**src/rtl/rtab_pkg.sv**
```systemverilog
package rtab_pkg;
    localparam int IDX_W      = 6;
    localparam int VAL_W      = 32;
    localparam int OP_W       = 8;
    localparam int DIST_PORTS = 2;

    typedef logic [IDX_W-1:0] idx_t;
    typedef logic [VAL_W-1:0] val_t;

    typedef struct packed {
        logic rdy;
        idx_t tag;
        val_t val;
    } src_t;

    typedef struct packed {
        logic            vld;
        logic            prio;
        idx_t            idx;
        logic [OP_W-1:0] op;
        src_t            a;
        src_t            b;
    } ent_t;

    // Node is later than the reference point within a half-window of the index space.
    function automatic logic younger_than(idx_t node, idx_t rp);
        idx_t d;
        d = node - rp;
        return (d != '0) && !d[IDX_W-1];
    endfunction

    // Capture a broadcast result; the lowest numbered matching port wins.
    function automatic src_t snoop(src_t s, logic [DIST_PORTS-1:0] v,
                                   idx_t [DIST_PORTS-1:0] t, val_t [DIST_PORTS-1:0] x);
        src_t r;
        r = s;
        for (int p = DIST_PORTS - 1; p >= 0; p--) begin
            if (!s.rdy && v[p] && (t[p] == s.tag)) begin
                r.rdy = 1'b1;
                r.val = x[p];
            end
        end
        return r;
    endfunction
endpackage

```
**src/rtl/rtab_pick.sv**
```systemverilog
// Grants the request with no older requester, given an age matrix where
// older[j][i] means entry j was merged before entry i.
module rtab_pick #(
    parameter int N = 8
) (
    input  logic [N-1:0]        req,
    input  logic [N-1:0][N-1:0] older,
    output logic [N-1:0]        gnt
);
    for (genvar i = 0; i < N; i++) begin : g_col
        logic [N-1:0] col;
        always_comb begin
            for (int j = 0; j < N; j++) col[j] = older[j][i];
        end
        assign gnt[i] = req[i] && ((req & col) == '0);
    end
endmodule

```
**src/rtl/rtab_free.sv**
```systemverilog
module rtab_free #(
    parameter int N  = 8,
    localparam int SW = $clog2(N)
) (
    input  logic [N-1:0]  vld,
    output logic [SW-1:0] slot,
    output logic          none_free
);
    always_comb begin
        slot      = '0;
        none_free = 1'b1;
        for (int i = N - 1; i >= 0; i--) begin
            if (!vld[i]) begin
                slot      = SW'(i);
                none_free = 1'b0;
            end
        end
    end
endmodule

```
**src/rtl/rtab_table.sv**
```systemverilog
module rtab_table
    import rtab_pkg::*;
#(
    parameter int N = 8
) (
    input  logic                        clk,
    input  logic                        rst_n,
    input  logic                        merge_valid,
    input  logic [IDX_W-1:0]            merge_idx,
    input  logic [OP_W-1:0]             merge_op,
    input  logic                        merge_prio,
    input  logic                        merge_a_lit,
    input  logic [IDX_W-1:0]            merge_a_tag,
    input  logic [VAL_W-1:0]            merge_a_val,
    input  logic                        merge_b_lit,
    input  logic [IDX_W-1:0]            merge_b_tag,
    input  logic [VAL_W-1:0]            merge_b_val,
    output logic                        full,
    input  logic [DIST_PORTS-1:0]       dist_valid,
    input  logic [DIST_PORTS*IDX_W-1:0] dist_tag,
    input  logic [DIST_PORTS*VAL_W-1:0] dist_val,
    input  logic                        repair_valid,
    input  logic [IDX_W-1:0]            repair_idx,
    output logic                        issue_valid,
    output logic [IDX_W-1:0]            issue_idx,
    output logic [OP_W-1:0]             issue_op,
    output logic [VAL_W-1:0]            issue_a,
    output logic [VAL_W-1:0]            issue_b,
    output logic                        oldest_valid,
    output logic [IDX_W-1:0]            oldest_idx
);
    localparam int SW = $clog2(N);

    typedef struct packed {
        ent_t [N-1:0]        ent;
        logic [N-1:0][N-1:0] older;
    } state_t;

    state_t s_q, s_d;

    idx_t [DIST_PORTS-1:0] dtag;
    val_t [DIST_PORTS-1:0] dval;
    always_comb begin
        for (int p = 0; p < DIST_PORTS; p++) begin
            dtag[p] = dist_tag[p*IDX_W +: IDX_W];
            dval[p] = dist_val[p*VAL_W +: VAL_W];
        end
    end

    logic [N-1:0] vld_q, rdy_q, hot_q, req_iss, gnt_iss, gnt_old;
    always_comb begin
        for (int i = 0; i < N; i++) begin
            vld_q[i] = s_q.ent[i].vld;
            rdy_q[i] = s_q.ent[i].vld && s_q.ent[i].a.rdy && s_q.ent[i].b.rdy;
            hot_q[i] = rdy_q[i] && s_q.ent[i].prio;
        end
        req_iss = (hot_q != '0) ? hot_q : rdy_q;
    end

    rtab_pick #(.N(N)) u_pick_issue  (.req(req_iss), .older(s_q.older), .gnt(gnt_iss));
    rtab_pick #(.N(N)) u_pick_oldest (.req(vld_q),   .older(s_q.older), .gnt(gnt_old));

    logic [SW-1:0] free_slot;
    logic          none_free;
    rtab_free #(.N(N)) u_free (.vld(vld_q), .slot(free_slot), .none_free(none_free));

    logic          accept;
    logic [SW-1:0] iss_slot;
    assign full         = none_free;
    assign accept       = merge_valid && !none_free && !repair_valid;
    assign issue_valid  = (gnt_iss != '0) && !repair_valid;
    assign oldest_valid = (vld_q != '0);

    always_comb begin
        iss_slot   = '0;
        issue_idx  = '0;
        issue_op   = '0;
        issue_a    = '0;
        issue_b    = '0;
        oldest_idx = '0;
        for (int i = 0; i < N; i++) begin
            if (gnt_iss[i]) begin
                iss_slot  = SW'(i);
                issue_idx = s_q.ent[i].idx;
                issue_op  = s_q.ent[i].op;
                issue_a   = s_q.ent[i].a.val;
                issue_b   = s_q.ent[i].b.val;
            end
            if (gnt_old[i]) oldest_idx = s_q.ent[i].idx;
        end
    end

    ent_t new_ent;
    always_comb begin
        new_ent       = '0;
        new_ent.vld   = 1'b1;
        new_ent.prio  = merge_prio;
        new_ent.idx   = merge_idx;
        new_ent.op    = merge_op;
        new_ent.a.rdy = merge_a_lit;
        new_ent.a.tag = merge_a_lit ? '0 : merge_a_tag;
        new_ent.a.val = merge_a_lit ? merge_a_val : '0;
        new_ent.b.rdy = merge_b_lit;
        new_ent.b.tag = merge_b_lit ? '0 : merge_b_tag;
        new_ent.b.val = merge_b_lit ? merge_b_val : '0;
        new_ent.a     = snoop(new_ent.a, dist_valid, dtag, dval);
        new_ent.b     = snoop(new_ent.b, dist_valid, dtag, dval);
    end

    always_comb begin
        s_d = s_q;
        for (int i = 0; i < N; i++) begin
            s_d.ent[i].a = snoop(s_q.ent[i].a, dist_valid, dtag, dval);
            s_d.ent[i].b = snoop(s_q.ent[i].b, dist_valid, dtag, dval);
            if (issue_valid && gnt_iss[i]) s_d.ent[i].vld = 1'b0;
            if (repair_valid && younger_than(s_q.ent[i].idx, repair_idx)) s_d.ent[i].vld = 1'b0;
        end
        if (accept) begin
            s_d.ent[free_slot] = new_ent;
            for (int j = 0; j < N; j++) begin
                s_d.older[free_slot][j] = 1'b0;
                s_d.older[j][free_slot] = (j != int'(free_slot));
            end
        end
    end

    always_ff @(posedge clk) begin
        if (!rst_n) s_q <= '0;
        else        s_q <= s_d;
    end

    // an accepted merge grows the table by one, less any issue in the same cycle
    a_r2_merge_adds: assert property (@(posedge clk) disable iff (!rst_n)
        accept |=> $countones(vld_q) == $past($countones(vld_q)) + 1 - 32'($past(issue_valid)));

    // a merge presented while full adds nothing
    a_r8_full_refuses: assert property (@(posedge clk) disable iff (!rst_n)
        (merge_valid && full) |=> $countones(vld_q) <= $past($countones(vld_q)));

    // at most one grant, and the granted entry is gone after the edge
    a_r6_single_grant: assert property (@(posedge clk) disable iff (!rst_n)
        $onehot0(gnt_iss));
    a_r6_issued_removed: assert property (@(posedge clk) disable iff (!rst_n)
        issue_valid |=> !vld_q[$past(iss_slot)]);

    // nothing later than the repair point survives
    for (genvar g = 0; g < N; g++) begin : g_chk
        a_r9_repair_clears: assert property (@(posedge clk) disable iff (!rst_n)
            repair_valid |=> !(s_q.ent[g].vld && younger_than(s_q.ent[g].idx, $past(repair_idx))));
    end
endmodule

```
**config.mk**
```make
export PLATFORM = sky130hd
export DESIGN_NAME = rtab_table
export DESIGN_NICKNAME = d
export VERILOG_FILES = /design/src/rtl/rtab_pkg.sv /design/src/rtl/rtab_pick.sv /design/src/rtl/rtab_free.sv /design/src/rtl/rtab_table.sv
export SDC_FILE = /design/constraint.sdc
export NUM_CORES = 2
export LEC_CHECK = 0
export BUFFER_PORTS_ARGS = -buffer_cell sky130_fd_sc_hd__clkbuf_2
export CORE_MARGIN = 2
export CORE_UTILIZATION = 57
export CTS_CLUSTER_DIAMETER = 150
export CTS_CLUSTER_SIZE = 12
export DETAILED_ROUTE_END_ITERATION = 8
export PLACE_DENSITY_LB_ADDON = 0.1
export SLEW_MARGIN = 20
export SYNTH_ARGS = -nofsm -noshare
export SYNTH_HDL_FRONTEND = slang
export SYNTH_SLANG_ARGS = --single-unit
```
**constraint.sdc**
```tcl
create_clock -name clk -period 2.7 [get_ports clk]
set_input_delay 0.135 -clock clk [delete_from_list [all_inputs] [get_ports clk]]
set_output_delay 0.135 -clock clk [all_outputs]
set_load 0.05 [all_outputs]
```
==> impl_metrics.py <==
metrics = {
    "floorplan": {
        "floorplan.die_area_sq_mm": 0.09379,
        "initial_core_util": 0.5768,
        "die_height_um": 306.3,
        "die_x_um": 306.3,
        "top_level_ports": 268,
        "rows": 110,
        "floorplan.core_area_sq_mm": 0.09029,
    },
    "final_layout": {
        "register_area_sq_mm": 0.01636,
        "mostFrequentLayoutCell": "nand2_1",
        "multi_input_comb_area_sq_mm": 0.03638,
        "final_util": 0.7473,
        "post_route_cells_drive_above_1_share": 0.2224,
        "mostFrequentLayoutCells": "988 x nand2_1, 797 x dfxtp_1, 518 x mux2i_1, 363 x buf_4, 344 x nor2_1",
        "filler_cell_count": 6567,
        "area.growth.synth_to_final_pct": 29.57,
        "nets": 7072,
    },
    "worst_hold_path": {
        "hold_class": "in2reg",
    },
    "global_routing": {
        "global_route_wire_length_before_repair_mm": 322.1,
        "globalRouteTotalUtil": 0.4414,
        "grt-ovfl-total": 0,
        "initial_antenna_violation_count": 9,
        "first_global_vias": 52410,
        "maximum_number_of_pins_on_one_net_before_global_route_repair": 119,
    },
    "worst_setup_path": {
        "max_fo_critical_path": 8,
        "cpMostUsedCell": "buf_12",
        "worst_ep_required_time_ns": 2.57,
        "end_kind": "output port",
        "max_stage_delay_ns": 0.47,
        "critical_path.cell_chain": "nand4_1 > nand2_2 > nor3_4 > o2111a_1 > buf_12 > a221o_1 > or3_4 > nand2b_4 > buf_12 > buf_16 > o22ai_2 > a21oi_4 > buf_12",
        "critical_path.slowest_cell": "or3_4",
        "crit_path_class": "reg2out",
        "timing.critical_path.arrival_ns": 3.85,
        "nature_of_the_critical_path_startpoint": "flip-flop",
    },
    "sta": {
        "timing_max_transition_violations_final": 0,
        "min_period_over_period": 1.475,
        "slew_limit_headroom": 0.2216,
        "final_period_minus_worst_setup_slack_ns": 3.982,
        "report.final.hold_viol_count": 0,
        "grt_setup_unrepaired": "true",
        "fmax_mhz": 251.1,
        "fin_worst_skew_ns": 0.03060,
        "setup_violations": 361,
        "worst_slew_pin_slew_ns": 1.159,
        "setup_slack_ns": -1.282,
    },
    "clocking": {
        "clock_path_buffers": 3,
        "cts.sinks": 816,
        "tritoncts": "built",
        "worst_skew_pair.late_latency_ns": 0.67,
        "cts.reportedPaths.clkPinSlew_ns": 0.06,
        "htreeDepth": 3,
        "cts_made_buffers": 77,
        "clock_tree.root_cell": "clkbuf_16",
    },
    "routing": {
        "post_drt_via_cell_ratio": 6.973,
        "drt_drc_violations_left": 0,
        "routed_wirelength_mm": 229.1,
        "post_drt_wl_per_cell_um": 28.53,
        "remaining_antenna_violation_count": 0,
        "vias": 56000,
        "drt_iter0_drc": 7862,
        "drt-pass1-iter-count": 7,
    },
    "synthesis": {
        "yosys_register_bits": 816,
        "postSynthNetCount": 6833,
        "postSynthCellCount": 6604,
        "post_synth_instance_area_sq_mm": 0.05207,
        "synth_async_sr_flop_share": 0,
        "synth_ff_type": "dfxtp_1",
        "synth.distinct_cells": 74,
        "yosysSeqAreaShare": 0.3137,
        "synth_enable_flop_cells": 0,
        "postSynthAreaPerCell_sq_um": 7.885,
        "synth.yosys.warnings": 0,
    },
    "status": {
        "violations": "negative setup slack",
        "outcome": "finished with violations",
    },
    "power": {
        "power.static_leakage_nw": 30.50,
        "power.ir.vdd_worst_mv": 0.5032,
        "power_per_cell_area_mw_per_mm2": 378.0,
    },
    "placed_design": {
        "io_buffers": 267,
        "gp_congestion": 1.009,
        "dp_slack_ns": -0.6276,
        "hpwl_mm": 131.3,
    },
    "flow_run": {
        "maxCapViolCount": 0,
    },
}
## cell usage after synthesis, types with 76 or more instances
| cell | number | area [sq um] |
|---|---|---|
| clkbuf_1 | 617 | 2316 |
| a21o_1 | 91 | 683.2 |
| nor2b_1 | 171 | 1070 |
| a21boi_0 | 361 | 2710 |
| nand3_1 | 92 | 460.4 |
| o22ai_1 | 76 | 475.5 |
| mux2i_1 | 518 | 5185 |
| a221oi_1 | 115 | 1007 |
| a21oi_1 | 281 | 1406 |
| xnor2_1 | 111 | 972.2 |
| o221ai_1 | 89 | 779.5 |
| nand2_1 | 1004 | 3769 |
| a211oi_1 | 192 | 1441 |
| xor2_1 | 144 | 1261 |
| nor2_1 | 358 | 1344 |
| and2_1 | 197 | 1232 |
| o21ai_0 | 270 | 1351 |
| a22oi_1 | 90 | 675.7 |
| o211ai_1 | 323 | 2425 |
| dfxtp_1 | 816 | 16340 |
## final cells by class
class                           instances  share of cell area
Multi-Input combinational cell       4973              0.5392
Sequential cell                       816              0.2425
Inverter                               37            0.002058
Tap cell                             1176             0.02181
Antenna cell                            6           0.0002225
Clock buffer                           80             0.02967
Timing Repair Buffer                  938              0.1639
Clock inverter                          4           0.0006305
## logic make-up after synthesis
kind of cell,share of synthesized area
muxes,0.09978
DFF,0.3137
buffers and inverters,0.06350
xor gates and xnor gates,0.04289
and+or+nand+nor,0.1768
AOI/OAI and AO/OA,0.2906
adders and majority gates,0.01269
## metal layers
layer / global-route usage / vias to the layer above / part of all wire
li1: - / 24060 / -
met3: 0.1009 / 1050 / 0.13
met5: 0 / - / 0
met2: 0.6875 / 4157 / 0.43
met4: 0.2583 / 0 / 0.071
met1: 0.5595 / 26730 / 0.37
## final timing paths
check                  from     endpoint  slack, ns  cells after the start
min          merge_a_tag[2]    flip-flop       0.03                      5
max reg2reg        s_q[439]     s_q[439]      -0.40                     13
max                s_q[439]  issue_a[15]      -1.28                     13
min reg2reg       flip-flop    flip-flop       0.47                      2
## power breakdown
group	total [mW]	switching (mW)	internal, mW
sequential	12.3	0.128	12.2
combinational	2.95	1.85	1.11
clock	10.2	5.00	5.23
total	25.5	6.97	18.5
## timing repair
| item | 4_1_cts | 5_1_grt |
|---|---|---|
| hold buffers | 16 | 0 |
| buffers inserted | 31 | 52 |
| pin swaps | 61 | 111 |
| resized for setup | 235 | 293 |
| endpoints found under the hold margin | 130 | 0 |
| endpoints found under the setup margin | 307 | 782 |
| cloned | 11 | 41 |
## critical path: cells and delay by family (launching register included)
family                 cells  cell delay [ns]
buffers and inverters      4             0.70
AND/OR/NAND/NOR            5             1.14
flip-flops                 1             0.37
AO/OA/AOI/OAI              4             0.95
## per-stage QoR
stage	cell area (sq um)	cells	hold WS [ns]	power, mW	setup TNS (ns)
2_1_floorplan	53900	6604	0.4219	14.17	-16.90
3_3_place_gp	60610	7798	0.4476	15.07	-44.55
3_5_place_dp	60610	7798	0.4534	15.11	-56.06
4_1_cts	64700	7938	0.01703	25.06	-97.10
5_1_grt	67470	8028	0.06048	26.01	-153.50
6_report	67470	8030	0.03195	25.51	-128.14
Power figures use the tool's default switching activity.
